$ cat src/rtl/fcmp_pkg.sv
package fcmp_pkg;

  typedef struct packed {
    logic lt;
    logic eq;
    logic gt;
    logic unord;
  } cmp_flags_t;

  // Exponent field width for a given word width (double or single layout).
  function automatic int exp_bits(input int w);
    return (w >= 64) ? 11 : 8;
  endfunction

endpackage

$ cat src/rtl/fcmp_nan_probe.sv
module fcmp_nan_probe #(
  parameter int W = 32
) (
  input  logic [W-2:0] mag,
  output logic         is_nan
);
  localparam int EXP_W  = fcmp_pkg::exp_bits(W);
  localparam int FRAC_W = W - 1 - EXP_W;

  logic [EXP_W-1:0]  exp_f;
  logic [FRAC_W-1:0] frac_f;

  assign exp_f  = mag[W-2 -: EXP_W];
  assign frac_f = mag[FRAC_W-1:0];
  assign is_nan = (&exp_f) & (|frac_f);
endmodule

$ cat src/rtl/fcmp_raw_order.sv
module fcmp_raw_order #(
  parameter int W = 32
) (
  input  logic [W-1:0] a,
  input  logic [W-1:0] b,
  output logic         raw_lt,
  output logic         raw_eq
);
  assign raw_lt = $signed(a) < $signed(b);
  assign raw_eq = (a == b);
endmodule

$ cat src/rtl/fcmp_order_fix.sv
module fcmp_order_fix (
  input  logic                   raw_lt,
  input  logic                   raw_eq,
  input  logic                   both_neg,
  input  logic                   both_zero,
  input  logic                   flt,
  input  logic                   any_nan,
  output fcmp_pkg::cmp_flags_t   flags
);
  logic flip;
  logic same;
  logic below;

  always_comb begin
    flip        = flt & both_neg;
    same        = raw_eq | (flt & both_zero);
    below       = raw_lt ^ flip;
    flags.eq    = same;
    flags.lt    = ~same & below;
    flags.gt    = ~same & ~below;
    flags.unord = flt & any_nan;
  end
endmodule

$ cat src/rtl/ordered_compare.sv
module ordered_compare #(
  parameter int W = 32
) (
  input  logic         clk,
  input  logic         rst_n,
  input  logic         in_valid,
  output logic         in_ready,
  input  logic [W-1:0] a_word,
  input  logic [W-1:0] b_word,
  input  logic         mode_flt,
  output logic         out_valid,
  input  logic         out_ready,
  output logic         lt,
  output logic         eq,
  output logic         gt,
  output logic         unord
);
  import fcmp_pkg::*;

  localparam int NOPS = 2;

  logic [W-1:0] ops [NOPS];
  logic [NOPS-1:0] nan_v;
  logic [NOPS-1:0] zero_v;
  logic [NOPS-1:0] neg_v;
  logic raw_lt, raw_eq;
  cmp_flags_t next_f, held_f;
  logic accept;

  assign ops[0] = a_word;
  assign ops[1] = b_word;

  for (genvar g = 0; g < NOPS; g++) begin : g_op
    fcmp_nan_probe #(.W(W)) u_nan (
      .mag    (ops[g][W-2:0]),
      .is_nan (nan_v[g])
    );
    assign zero_v[g] = ~|ops[g][W-2:0];
    assign neg_v[g]  = ops[g][W-1];
  end

  fcmp_raw_order #(.W(W)) u_raw (
    .a      (a_word),
    .b      (b_word),
    .raw_lt (raw_lt),
    .raw_eq (raw_eq)
  );

  fcmp_order_fix u_fix (
    .raw_lt    (raw_lt),
    .raw_eq    (raw_eq),
    .both_neg  (&neg_v),
    .both_zero (&zero_v),
    .flt       (mode_flt),
    .any_nan   (|nan_v),
    .flags     (next_f)
  );

  assign in_ready = ~out_valid | out_ready;
  assign accept   = in_valid & in_ready;

  always_ff @(posedge clk) begin
    if (!rst_n) begin
      out_valid <= 1'b0;
      held_f    <= '0;
    end else if (accept) begin
      out_valid <= 1'b1;
      held_f    <= next_f;
    end else if (out_ready) begin
      out_valid <= 1'b0;
      held_f    <= '0;
    end
  end

  assign lt    = held_f.lt;
  assign eq    = held_f.eq;
  assign gt    = held_f.gt;
  assign unord = held_f.unord;
endmodule

$ cat config.mk
export PLATFORM = sky130hd
export DESIGN_NAME = ordered_compare
export DESIGN_NICKNAME = d
export VERILOG_FILES = /design/src/rtl/fcmp_pkg.sv /design/src/rtl/fcmp_nan_probe.sv /design/src/rtl/fcmp_raw_order.sv /design/src/rtl/fcmp_order_fix.sv /design/src/rtl/ordered_compare.sv
export SDC_FILE = /design/constraint.sdc
export NUM_CORES = 1
export LEC_CHECK = 0
export ABC_AREA = 1
export BUFFER_PORTS_ARGS = -buffer_cell sky130_fd_sc_hd__buf_2
export CAP_MARGIN = 20
export CORE_UTILIZATION = 50
export CTS_CLUSTER_DIAMETER = 40
export DETAILED_ROUTE_END_ITERATION = 7
export MAX_ROUTING_LAYER = met4
export PLACE_DENSITY = 0.88
export SETUP_SLACK_MARGIN = 0.5
export SKIP_LAST_GASP = 1
export SLEW_MARGIN = 10
export SYNTH_ARGS = -nofsm -noshare
export SYNTH_HDL_FRONTEND = slang
export SYNTH_HIERARCHICAL = 1
export SYNTH_SLANG_ARGS = --single-unit
$ cat constraint.sdc
create_clock -name clk -period 4.7 [get_ports clk]
set_clock_uncertainty 0.15 [all_clocks]
set_input_delay 0.94 -clock clk [delete_from_list [all_inputs] [get_ports clk]]
set_output_delay 0.94 -clock clk [all_outputs]
set_load 0.02 [all_outputs]
==> results.sh, run 1 <==
export IMPL_status="complete, no violations"
export IMPL_holdPathStages=2
export IMPL_crit_required_ps=4720
export IMPL_route_vias_total=2023
export IMPL_dieArea_mm2=0.00366
export IMPL_clk_pin_slew_ps=40
export IMPL_fp_coreArea_mm2=0.00315
export IMPL_initial_core_util=0.542
export IMPL_synth_top_area_cell="ha_1"
export IMPL_r2r_slack_ps=3590
export IMPL_holdCritPathClass="register to register"
export IMPL_clk_path_buf_depth=2
export IMPL_setup_violations=0
export IMPL_setup_tns_ps=0
export IMPL_drive_gt1_frac=0.220
export IMPL_cts_resized=0
export IMPL_ys_seq_area_frac=0.0586
export IMPL_r2r_start="out_valid"
export IMPL_gp_congestion=0.858
export IMPL_std_cell_rows=20
export IMPL_synth_commonest_cells="nand2_1, inv_1, nor2_1, ha_1, a21oi_1"
export IMPL_crit_fanout=3
export IMPL_syn_area_mm2=0.00171
export IMPL_wl_per_cell_um=8.83
export IMPL_die_y_um=60.5
export IMPL_drc_errors=0
export IMPL_final_hold_viol_count=0
export IMPL_reg2regPathDepth=4
export IMPL_ys_warn_count=6
export IMPL_grt_max_degree=6
export IMPL_synth_most_common_cell="nand2_1"
export IMPL_ant_nets=0
export IMPL_finish_utilization=0.683
export IMPL_cp_data_arrival_time_ps=2550
export IMPL_synth_edf_count=0
export IMPL_r2r_end="eq"
export IMPL_routed_wirelength_um=3960
export IMPL_synth_seq_cells=5
export IMPL_synthFlopType="dfxtp_1"
export IMPL_rsz0062_at_grt="false"
export IMPL_synth_nets=429
export IMPL_synth_distinct_cells=20
export IMPL_synth_cells=328
export IMPL_ios=75
export IMPL_overflow=0
export IMPL_synth_area_leaders="ha_1, nand2_1, inv_1"
export IMPL_crit_path_start_kind="input port"
export IMPL_cts_tree="yes"
export IMPL_clkLatencyLatePin_ps=240
export IMPL_antenna_cells=0
export IMPL_ctsHoldBuffers=0
export IMPL_endpoint_kind="register"
export IMPL_power_density_mw_per_mm2=113
export IMPL_ir_drop_mv=0.0432
export IMPL_numCtsBuffers=3
export IMPL_grt_usage=0.236
export IMPL_first_pass_iters=6
export IMPL_htree_levels=1
export IMPL_max_freq_mhz=395
export IMPL_antenna_found_initial=0
export IMPL_min_to="gt"
export IMPL_worstSetupPathType="input port to register"
export IMPL_cap_viol_max_count=0
export IMPL_place_hpwl_um=3610
export IMPL_worst_pin_slew_ps=253
export IMPL_drt_first_iter_violations=61
export IMPL_clock_sinks=5
export IMPL_portBuffers=74
export IMPL_syn_to_final_growth_pct=26.0
export IMPL_fin_nets=507
export IMPL_min_delay_start="gt"
export IMPL_period_minus_slack_ps=2530
export IMPL_cts_root_buf="clkbuf_4"
export IMPL_startpoint="a_word[19]"
export IMPL_post_cts_buffers=0
export IMPL_slew_headroom=0.829
export IMPL_die_x_um=60.5
export IMPL_grt_pass1_vias=1757
export IMPL_synth_area_per_cell_um2=5.21
export IMPL_via_per_inst=4.51
export IMPL_drv_slew=0
export IMPL_synth_top_area_frac=0.234
export IMPL_async_flop_share=0
export IMPL_grt_pass1_wl_um=6530
export IMPL_period_share=0.538
export IMPL_p_leak_nw=1.41
## layer usage
| metal | vias to the layer above | share of wire | global-route usage |
|---|---|---|---|
| li1 | 1141 | - | - |
| met1 | 830 | 0.48 | 0.286 |
| met2 | 48 | 0.47 | 0.427 |
| met3 | 4 | 0.041 | 0.0149 |
| met4 | 0 | 0.0061 | 0.0487 |
| met5 | - | 0 | - |
## critical path: stages
cell,delay [ps]
buf_2,110
ha_1,300
nand2_1,80
inv_1,60
nand2_1,60
nand2_1,50
nand2_1,60
nand3_1,110
a21oi_2,150
nand2_1,60
nand2_1,50
nand2_1,60
inv_1,50
nand3_1,80
a21oi_1,140
nand2_1,60
a21oi_1,140
## cell type report
class                           instances  area (um2)
Tap cell                               44        55.1
Sequential cell                         5         100
Inverter                               85         319
Clock buffer                            4        26.3
Fill cell                             328        1000
Timing Repair Buffer                   74         370
Multi-Input combinational cell        237        1280
## cells in the final DEF (no fill, tap or decap)
| cell type | count |
|---|---|
| clkbuf_1 | 1 |
| nor3_1 | 3 |
| o21ai_0 | 2 |
| a21o_1 | 1 |
| and2_1 | 2 |
| nor2_2 | 4 |
| nand2_2 | 2 |
| or2_2 | 1 |
| nand2_1 | 89 |
| buf_2 | 74 |
| nand4_2 | 1 |
| ha_1 | 32 |
| dfxtp_1 | 5 |
| o21a_2 | 1 |
| inv_1 | 85 |
| nor3_2 | 1 |
| a21oi_1 | 18 |
| clkbuf_4 | 3 |
| nor2_1 | 64 |
| nand4_1 | 8 |
| a21oi_2 | 2 |
| nand3_1 | 6 |
## how the worst max path moves through the flow
| stage | end | slack, ps | cells after the start |
|---|---|---|---|
| 2_1_floorplan | lt | 2210 | 14 |
| 3_3_place_gp | gt | 1970 | 17 |
| 3_5_place_dp | lt | 1950 | 17 |
| 4_1_cts | lt | 2200 | 17 |
| 5_1_grt | gt | 1960 | 17 |
| 6_report | lt | 2170 | 17 |
## cells by family (layout without fill, tap and decap cells)
family	after synthesis	in the layout	share of synthesized area
AND/OR/NAND/NOR	181	181	0.438
buffers and inverters	86	163	0.191
adder cells (fa/ha/maj)	32	32	0.234
AO/OA/AOI/OAI	24	24	0.0783
flip-flops	5	5	0.0586
## power by group
group | internal, mW | switching, mW
clock | 0.0321 | 0.0173
sequential | 0.0446 | 0.00101
combinational | 0.0645 | 0.0847
total | 0.141 | 0.103
## registers in the layout (all words and copies together), names as in the netlist
register / cells
eq: 1
gt: 1
lt: 1
out_valid: 1
unord: 1
## through the flow
| step | power, mW | instance area [um2] | setup slack (ps) | hold slack [ps] | instances |
|---|---|---|---|---|---|
| after detailed placement | 0.194 | 2130 | 1950 | 299 | 445 |
| final | 0.244 | 2150 | 2170 | 304 | 449 |
| after global placement | 0.190 | 2130 | 1970 | 298 | 445 |
| after floorplan | 0.133 | 1710 | 2210 | 386 | 328 |
| after global routing | 0.275 | 2150 | 1960 | 321 | 449 |
| after CTS | 0.246 | 2150 | 2200 | 305 | 449 |
(Power assumes the default switching activity.)
==> run 2: changes to the inputs <==
ABC_AREA = 0   (was 1)
CORE_UTILIZATION = 42   (was 50)
PLACE_DENSITY = 0.82   (was 0.88)
clock period = 2.3 ns   (was 4.7 ns; I/O delays follow)
==> results.sh, run 2 <==
export IMPL_numCtsBuffers=3
export IMPL_drc_errors=2
export IMPL_setup_violations=3
export IMPL_wl_per_cell_um=23.8
export IMPL_min_delay_start="unord"
export IMPL_final_hold_viol_count=0
export IMPL_synth_most_common_cell="inv_1"
export IMPL_synth_cells=192
export IMPL_route_vias_total=2654
export IMPL_cp_cell_sequence="buf_2, inv_1, ha_4, a21oi_1, nor2_1, a211oi_1, o2111ai_2, o22ai_2, nand2b_1, a2111oi_4, nand3_1, a21boi_1"
export IMPL_initial_core_util=0.456
export IMPL_syn_to_final_growth_pct=109
export IMPL_drv_slew=0
export IMPL_async_flop_share=0
export IMPL_period_share=1.31
export IMPL_rsz0062_at_grt="true"
export IMPL_via_per_inst=6.79
export IMPL_fin_ws_ps=-722
export IMPL_ir_drop_mv=0.207
export IMPL_fin_nets=449
export IMPL_fp_coreArea_mm2=0.00313
export IMPL_die_x_um=60.3
export IMPL_antenna_cells=0
export IMPL_crit_required_ps=2350
export IMPL_cap_viol_max_count=0
export IMPL_clkLatencyLatePin_ps=250
export IMPL_synth_distinct_cells=34
export IMPL_drt_first_iter_violations=463
export IMPL_violations="DRC, setup timing"
export IMPL_ys_warn_count=6
export IMPL_portBuffers=74
export IMPL_htree_levels=1
export IMPL_holdPathStages=2
export IMPL_overflow=0
export IMPL_power_density_mw_per_mm2=255
export IMPL_slew_headroom=0.568
export IMPL_cp_data_arrival_time_ps=3070
export IMPL_synth_nets=293
export IMPL_synth_compound_area_frac=0.201
export IMPL_r2r_start="out_valid"
export IMPL_clk_pin_slew_ps=50
export IMPL_setup_tns_ps=-1510
export IMPL_synth_fa_ha_area_frac=0.281
export IMPL_synthFlopType="dfxtp_1"
export IMPL_fillers=84
export IMPL_crit_slowest_cell="a211oi_1"
export IMPL_crit_fanout=4
export IMPL_synth_top_area_frac=0.281
export IMPL_grt_pass1_vias=2360
export IMPL_r2r_slack_ps=1120
export IMPL_crit_family="compound AO/OA/AOI/OAI gates"
export IMPL_synth_xor_area_share=0
export IMPL_ant_nets=0
export IMPL_r2r_end="gt"
export IMPL_std_cell_rows=20
export IMPL_grt_max_degree=7
export IMPL_grt_pass1_wl_um=10200
export IMPL_synth_commonest_cells="inv_1, ha_1, nor4_1, nand4_1, a21oi_1"
export IMPL_first_pass_iters=8
export IMPL_p_leak_nw=1.40
export IMPL_gp_congestion=0.944
export IMPL_dieArea_mm2=0.00363
export IMPL_max_freq_mhz=331
export IMPL_routed_wirelength_um=9310
export IMPL_synth_edf_count=0
export IMPL_worstSetupPathType="input port to register"
export IMPL_muxShareOfSynthArea=0
export IMPL_min_to="unord"
export IMPL_path_buf_inv=2
export IMPL_synth_top_area_cell="ha_1"
export IMPL_place_hpwl_um=4960
export IMPL_status="complete, but fails checks"
export IMPL_cts_root_buf="clkbuf_4"
export IMPL_cts_tree="yes"
export IMPL_endpoint_kind="register"
export IMPL_clock_sinks=5
export IMPL_synth_area_per_cell_um2=7.43
export IMPL_ys_seq_area_frac=0.0702
export IMPL_crit_path_start_kind="input port"
export IMPL_multi_input_area_mm2=0.00157
export IMPL_die_y_um=60.3
export IMPL_clk_path_buf_depth=2
export IMPL_hold_ws_ps=352
export IMPL_synth_top_family_by_area="simple AND/OR/NAND/NOR gates"
export IMPL_seq_area_um2=100
export IMPL_final_common_cell="buf_4"
export IMPL_cpPeakStageDelay_ps=570
export IMPL_antenna_found_initial=0
export IMPL_drive_gt1_frac=0.620
export IMPL_grt_usage=0.398
export IMPL_synth_simple_gate_area_frac=0.351
export IMPL_reg2regPathDepth=3
export IMPL_synth_seq_cells=5
export IMPL_worst_pin_slew_ps=644
export IMPL_dp_slack_ps=-552
export IMPL_period_minus_slack_ps=3020
export IMPL_ios=75
export IMPL_holdCritPathClass="register to register"
export IMPL_syn_area_mm2=0.00143
export IMPL_final_cell_mix="buf_4, buf_2, inv_1"
export IMPL_cp_depth=12
export IMPL_synth_area_leaders="ha_1, inv_1, nor4_1"
## run 2: cell count changes in the layout (fill, tap and decap cells not counted), moves of 7 or more
cell | previous run | this run
nand4_1 | 8 | 16
buf_4 | 0 | 68
nand2_1 | 89 | 10
ha_1 | 32 | 15
buf_6 | 0 | 17
nor4_1 | 0 | 15
inv_1 | 85 | 24
buf_2 | 74 | 64
nor4_2 | 0 | 7
nor2_1 | 64 | 5
ha_4 | 0 | 17
a21oi_1 | 18 | 8
## run 2: worst max-delay path by stage
stage / to / slack, ps / from
after CTS: lt / -270 / b_word[23]
final: lt / -720 / b_word[25]
after global routing: lt / -960 / b_word[25]
after floorplan: lt / -100 / b_word[10]
after detailed placement: lt / -550 / b_word[10]
after global placement: lt / -430 / b_word[10]
## run 2: worst register-to-register path, cell delays in order, from the launching register on
cell      delay (ps)
dfxtp_1          440
nand2b_1         220
nand3_1          160
a21boi_1          80
## run 2: final cells by class
type / instances / area share
Tap cell: 44 / 0.0185
Timing Repair Buffer: 152 / 0.360
Multi-Input combinational cell: 151 / 0.525
Clock buffer: 4 / 0.00881
Inverter: 35 / 0.0541
Sequential cell: 5 / 0.0336
## run 2: repair_timing
| action | CTS | global route |
|---|---|---|
| cloned | 0 | 0 |
| setup buffers | 6 | 4 |
| pin swaps | 19 | 40 |
| resized for setup | 31 | 32 |
| setup endpoints to repair | 4 | 4 |
| hold buffers | 0 | 0 |
## run 2: where the power goes
part / internal [mW] / switching [mW] / total [mW]
Combinational: 0.269 / 0.284 / 0.553
Sequential: 0.0907 / 0.00405 / 0.0948
Clock: 0.0663 / 0.0470 / 0.113
Total: 0.426 / 0.335 / 0.762
## run 2: cell families after synthesis
group,Yosys count
flip-flops,5
AO/OA/AOI/OAI,40
AND/OR/NAND/NOR,79
buffers and inverters,36
adder cells (fa/ha/maj),32
## run 2: stage by stage
step	power (mW)	std cells	instance area, um2	utilization
after floorplan	0.259	192	1620	-
after global placement	0.483	377	2550	0.816
after detailed placement	0.502	377	2550	0.816
after CTS	0.634	387	2760	0.882
after global routing	0.793	391	2980	0.953
final	0.762	391	2980	0.953
## run 2: layer usage
layer  vias up  GRT usage  share of wire
li1       1049          -              -
met1      1185      0.354           0.31
met2       283      0.741           0.46
met3       137     0.0866           0.11
met4         0      0.262           0.12
met5         -          -              0
==> run 3: changes to the inputs <==
PLACE_DENSITY = 0.89   (was 0.82)
==> results.sh, run 3 <==
export IMPL_initial_core_util=0.456
export IMPL_grt_usage=0.757
export IMPL_std_cell_rows=20
export IMPL_synth_nets=293
export IMPL_synth_area_leaders="ha_1, inv_1, nor4_1"
export IMPL_numCtsBuffers=3
export IMPL_synth_cells=192
export IMPL_ys_warn_count=6
export IMPL_die_y_um=60.3
export IMPL_place_hpwl_um=5230
export IMPL_error_line="[ERROR GRT-0116] Global routing finished with congestion. Check the congestion regions in the DRC Viewer."
export IMPL_async_flop_share=0
export IMPL_status="aborted with a tool error"
export IMPL_die_x_um=60.3
export IMPL_clk_path_buf_depth=2
export IMPL_synth_seq_cells=5
export IMPL_synth_edf_count=0
export IMPL_grt_max_degree=7
export IMPL_cts_root_buf="clkbuf_4"
export IMPL_gp_congestion=0.924
export IMPL_syn_area_mm2=0.00143
export IMPL_lastStage="global routing (5_1_grt)"
export IMPL_synth_most_common_cell="inv_1"
export IMPL_clock_sinks=5
export IMPL_grt_pass1_vias=3324
export IMPL_htree_levels=1
export IMPL_overflow=48
export IMPL_grt_pass1_wl_um=18600
export IMPL_synth_distinct_cells=34
export IMPL_dp_slack_ps=-605
export IMPL_ys_seq_area_frac=0.0702
export IMPL_ios=75
export IMPL_synth_area_per_cell_um2=7.43
export IMPL_placed_cell_area_mm2=0.00257
export IMPL_ctsHoldBuffers=0
export IMPL_synth_top_area_cell="ha_1"
export IMPL_synth_commonest_cells="inv_1, ha_1, nor4_1, nand4_1, a21oi_1"
export IMPL_synth_top_area_frac=0.281
export IMPL_portBuffers=74
export IMPL_dp_cells=379
export IMPL_synthFlopType="dfxtp_1"
-- run 3: kinds of logic after synthesis --
group           synth area share
fa+ha+maj                  0.281
buf+inv                   0.0974
simple gates               0.351
compound gates             0.201
flops                     0.0702
-- run 3: through the flow --
stage	utilization	setup TNS, ps	hold slack (ps)
floorplan	-	-129	416
global placement	0.821	-756	326
detailed placement	0.821	-1150	333
CTS	0.972	-369	336
-- run 3: routing by layer --
| metal | track usage | GRT overflow |
|---|---|---|
| met5 | - | - |
| met2 | 0.953 | 30 |
| met3 | 0.545 | 0 |
| met1 | 0.676 | 0 |
| met4 | 0.874 | 18 |
-- run 3: timing repair --
item                       CTS
gates resized for setup     82
buffers inserted             5
pin swaps                   33
cloned                       0
setup endpoints to repair    4
==> run 4: changes to the inputs <==
CORE_UTILIZATION = 35   (was 42)
CTS_CLUSTER_DIAMETER = unset   (was 40)
MAX_ROUTING_LAYER = unset   (was met4)
PLACE_DENSITY = unset   (was 0.89)
PLACE_DENSITY_LB_ADDON = 0.15   (was unset)
SETUP_SLACK_MARGIN = unset   (was 0.5)
clock period = 2.99 ns   (was 2.3 ns; I/O delays follow)
==> results.sh, run 4 (synthesis results as in run 2) <==
export IMPL_status="complete, no violations"
export IMPL_ant_nets=0
export IMPL_r2r_start="out_valid"
export IMPL_gp_congestion=0.905
export IMPL_portBuffers=74
export IMPL_crit_fanout=4
export IMPL_rsz0062_at_grt="false"
export IMPL_htree_levels=1
export IMPL_ctsHoldBuffers=0
export IMPL_fin_cells=330
export IMPL_holdCritPathClass="register to register"
export IMPL_antenna_found_initial=0
export IMPL_power_density_mw_per_mm2=211
export IMPL_path_buf_inv=2
export IMPL_antenna_cells=0
export IMPL_r2r_slack_ps=1920
export IMPL_crit_path_start_kind="input port"
export IMPL_grt_max_degree=7
export IMPL_drive_gt1_frac=0.372
export IMPL_clock_sinks=5
export IMPL_die_y_um=65.8
export IMPL_cap_viol_max_count=0
export IMPL_initial_core_util=0.378
export IMPL_cts_resized=0
export IMPL_dp_cells=326
export IMPL_max_freq_mhz=353
export IMPL_ios=75
export IMPL_final_hold_viol_count=0
export IMPL_fp_coreArea_mm2=0.00377
export IMPL_final_cell_mix="buf_2, inv_1, ha_1"
export IMPL_via_per_inst=5.31
export IMPL_cp_data_arrival_time_ps=2830
export IMPL_worstSetupPathType="input port to register"
export IMPL_std_cell_rows=22
export IMPL_fin_nets=384
export IMPL_ir_drop_mv=0.248
export IMPL_clk_path_buf_depth=2
export IMPL_reg2regPathDepth=3
export IMPL_grt_usage=0.213
export IMPL_grt_pass1_vias=1682
export IMPL_setup_violations=0
export IMPL_cp_cell_sequence="buf_2, inv_1, ha_1, nand4_2, nor4_1, o31a_1, o22ai_2, and3_1, a2111oi_2, nand3_1, a21boi_0"
export IMPL_dp_slack_ps=-85.6
export IMPL_drt_first_iter_violations=72
export IMPL_final_common_cell="buf_2"
export IMPL_routed_wirelength_um=4380
export IMPL_numCtsBuffers=3
export IMPL_min_delay_start="eq"
export IMPL_crit_slowest_cell="nor4_1"
export IMPL_p_leak_nw=1.02
export IMPL_route_vias_total=1753
export IMPL_cts_root_buf="clkbuf_8"
export IMPL_first_pass_iters=4
export IMPL_slew_headroom=0.702
export IMPL_overflow=0
export IMPL_die_x_um=65.8
export IMPL_cts_tree="yes"
export IMPL_period_share=0.947
export IMPL_grt_pass1_wl_um=7170
export IMPL_worst_pin_slew_ps=442
export IMPL_wl_per_cell_um=13.3
export IMPL_endpoint_kind="register"
export IMPL_crit_family="simple AND/OR/NAND/NOR gates"
export IMPL_period_minus_slack_ps=2830
export IMPL_syn_to_final_growth_pct=39.6
export IMPL_r2r_end="gt"
export IMPL_crit_required_ps=2990
export IMPL_clk_pin_slew_ps=40
export IMPL_dieArea_mm2=0.00433
export IMPL_drv_slew=0
export IMPL_cpPeakStageDelay_ps=470
export IMPL_fillers=362
export IMPL_drc_errors=0
export IMPL_place_hpwl_um=3940
export IMPL_min_to="eq"
export IMPL_post_cts_buffers=0
export IMPL_fin_ws_ps=160
export IMPL_holdPathStages=2
export IMPL_clkLatencyLatePin_ps=220
[run 4: per-layer routing]
metal  track usage  vias up  routed length, um
met5             0        -                  0
met4        0.0571        0                 31
met3        0.0224        3                300
met2         0.369       59               2030
met1         0.277      777               2020
li1              -      914                  -
[run 4: worst reg2reg max path: cells and delay by family (launching register included)]
family,cells,cell delay (ps)
AND/OR/NAND/NOR,2,310
AO/OA/AOI/OAI,1,80
flip-flops,1,400
[run 4: how the worst max path moves through the flow]
stage | startpoint | to | cells after the start
2_1_floorplan | b_word[14] | lt | 11
3_3_place_gp | a_word[21] | lt | 11
3_5_place_dp | b_word[14] | lt | 12
4_1_cts | b_word[14] | lt | 12
5_1_grt | b_word[30] | lt | 11
6_report | b_word[30] | lt | 11
[run 4: stage by stage]
step / utilization / cell area (um2) / power, mW / hold WS, ps / setup TNS [ps]
after floorplan: - / 1430 / 0.179 / 422 / 0
after global placement: 0.516 / 1950 / 0.295 / 337 / 0
after detailed placement: 0.516 / 1950 / 0.295 / 342 / -85.6
after CTS: 0.528 / 1990 / 0.424 / 347 / 0
after global routing: 0.528 / 1990 / 0.462 / 370 / 0
final: 0.528 / 1990 / 0.420 / 341 / 0
[run 4: final cells by class]
class	instances	area, um2	share of cell area
Clock buffer	4	45.0	0.0226
Multi-Input combinational cell	151	1190	0.596
Sequential cell	5	100	0.0503
Timing Repair Buffer	87	468	0.235
Tap cell	48	60.1	0.0302
Inverter	35	131	0.0660
[run 4: where the power goes]
part	leakage [nW]	internal, mW	switching [mW]
Clock	0.0228	0.0914	0.0323
Sequential	0.0409	0.0701	0.00225
Combinational	0.958	0.104	0.120
Total	1.02	0.265	0.154
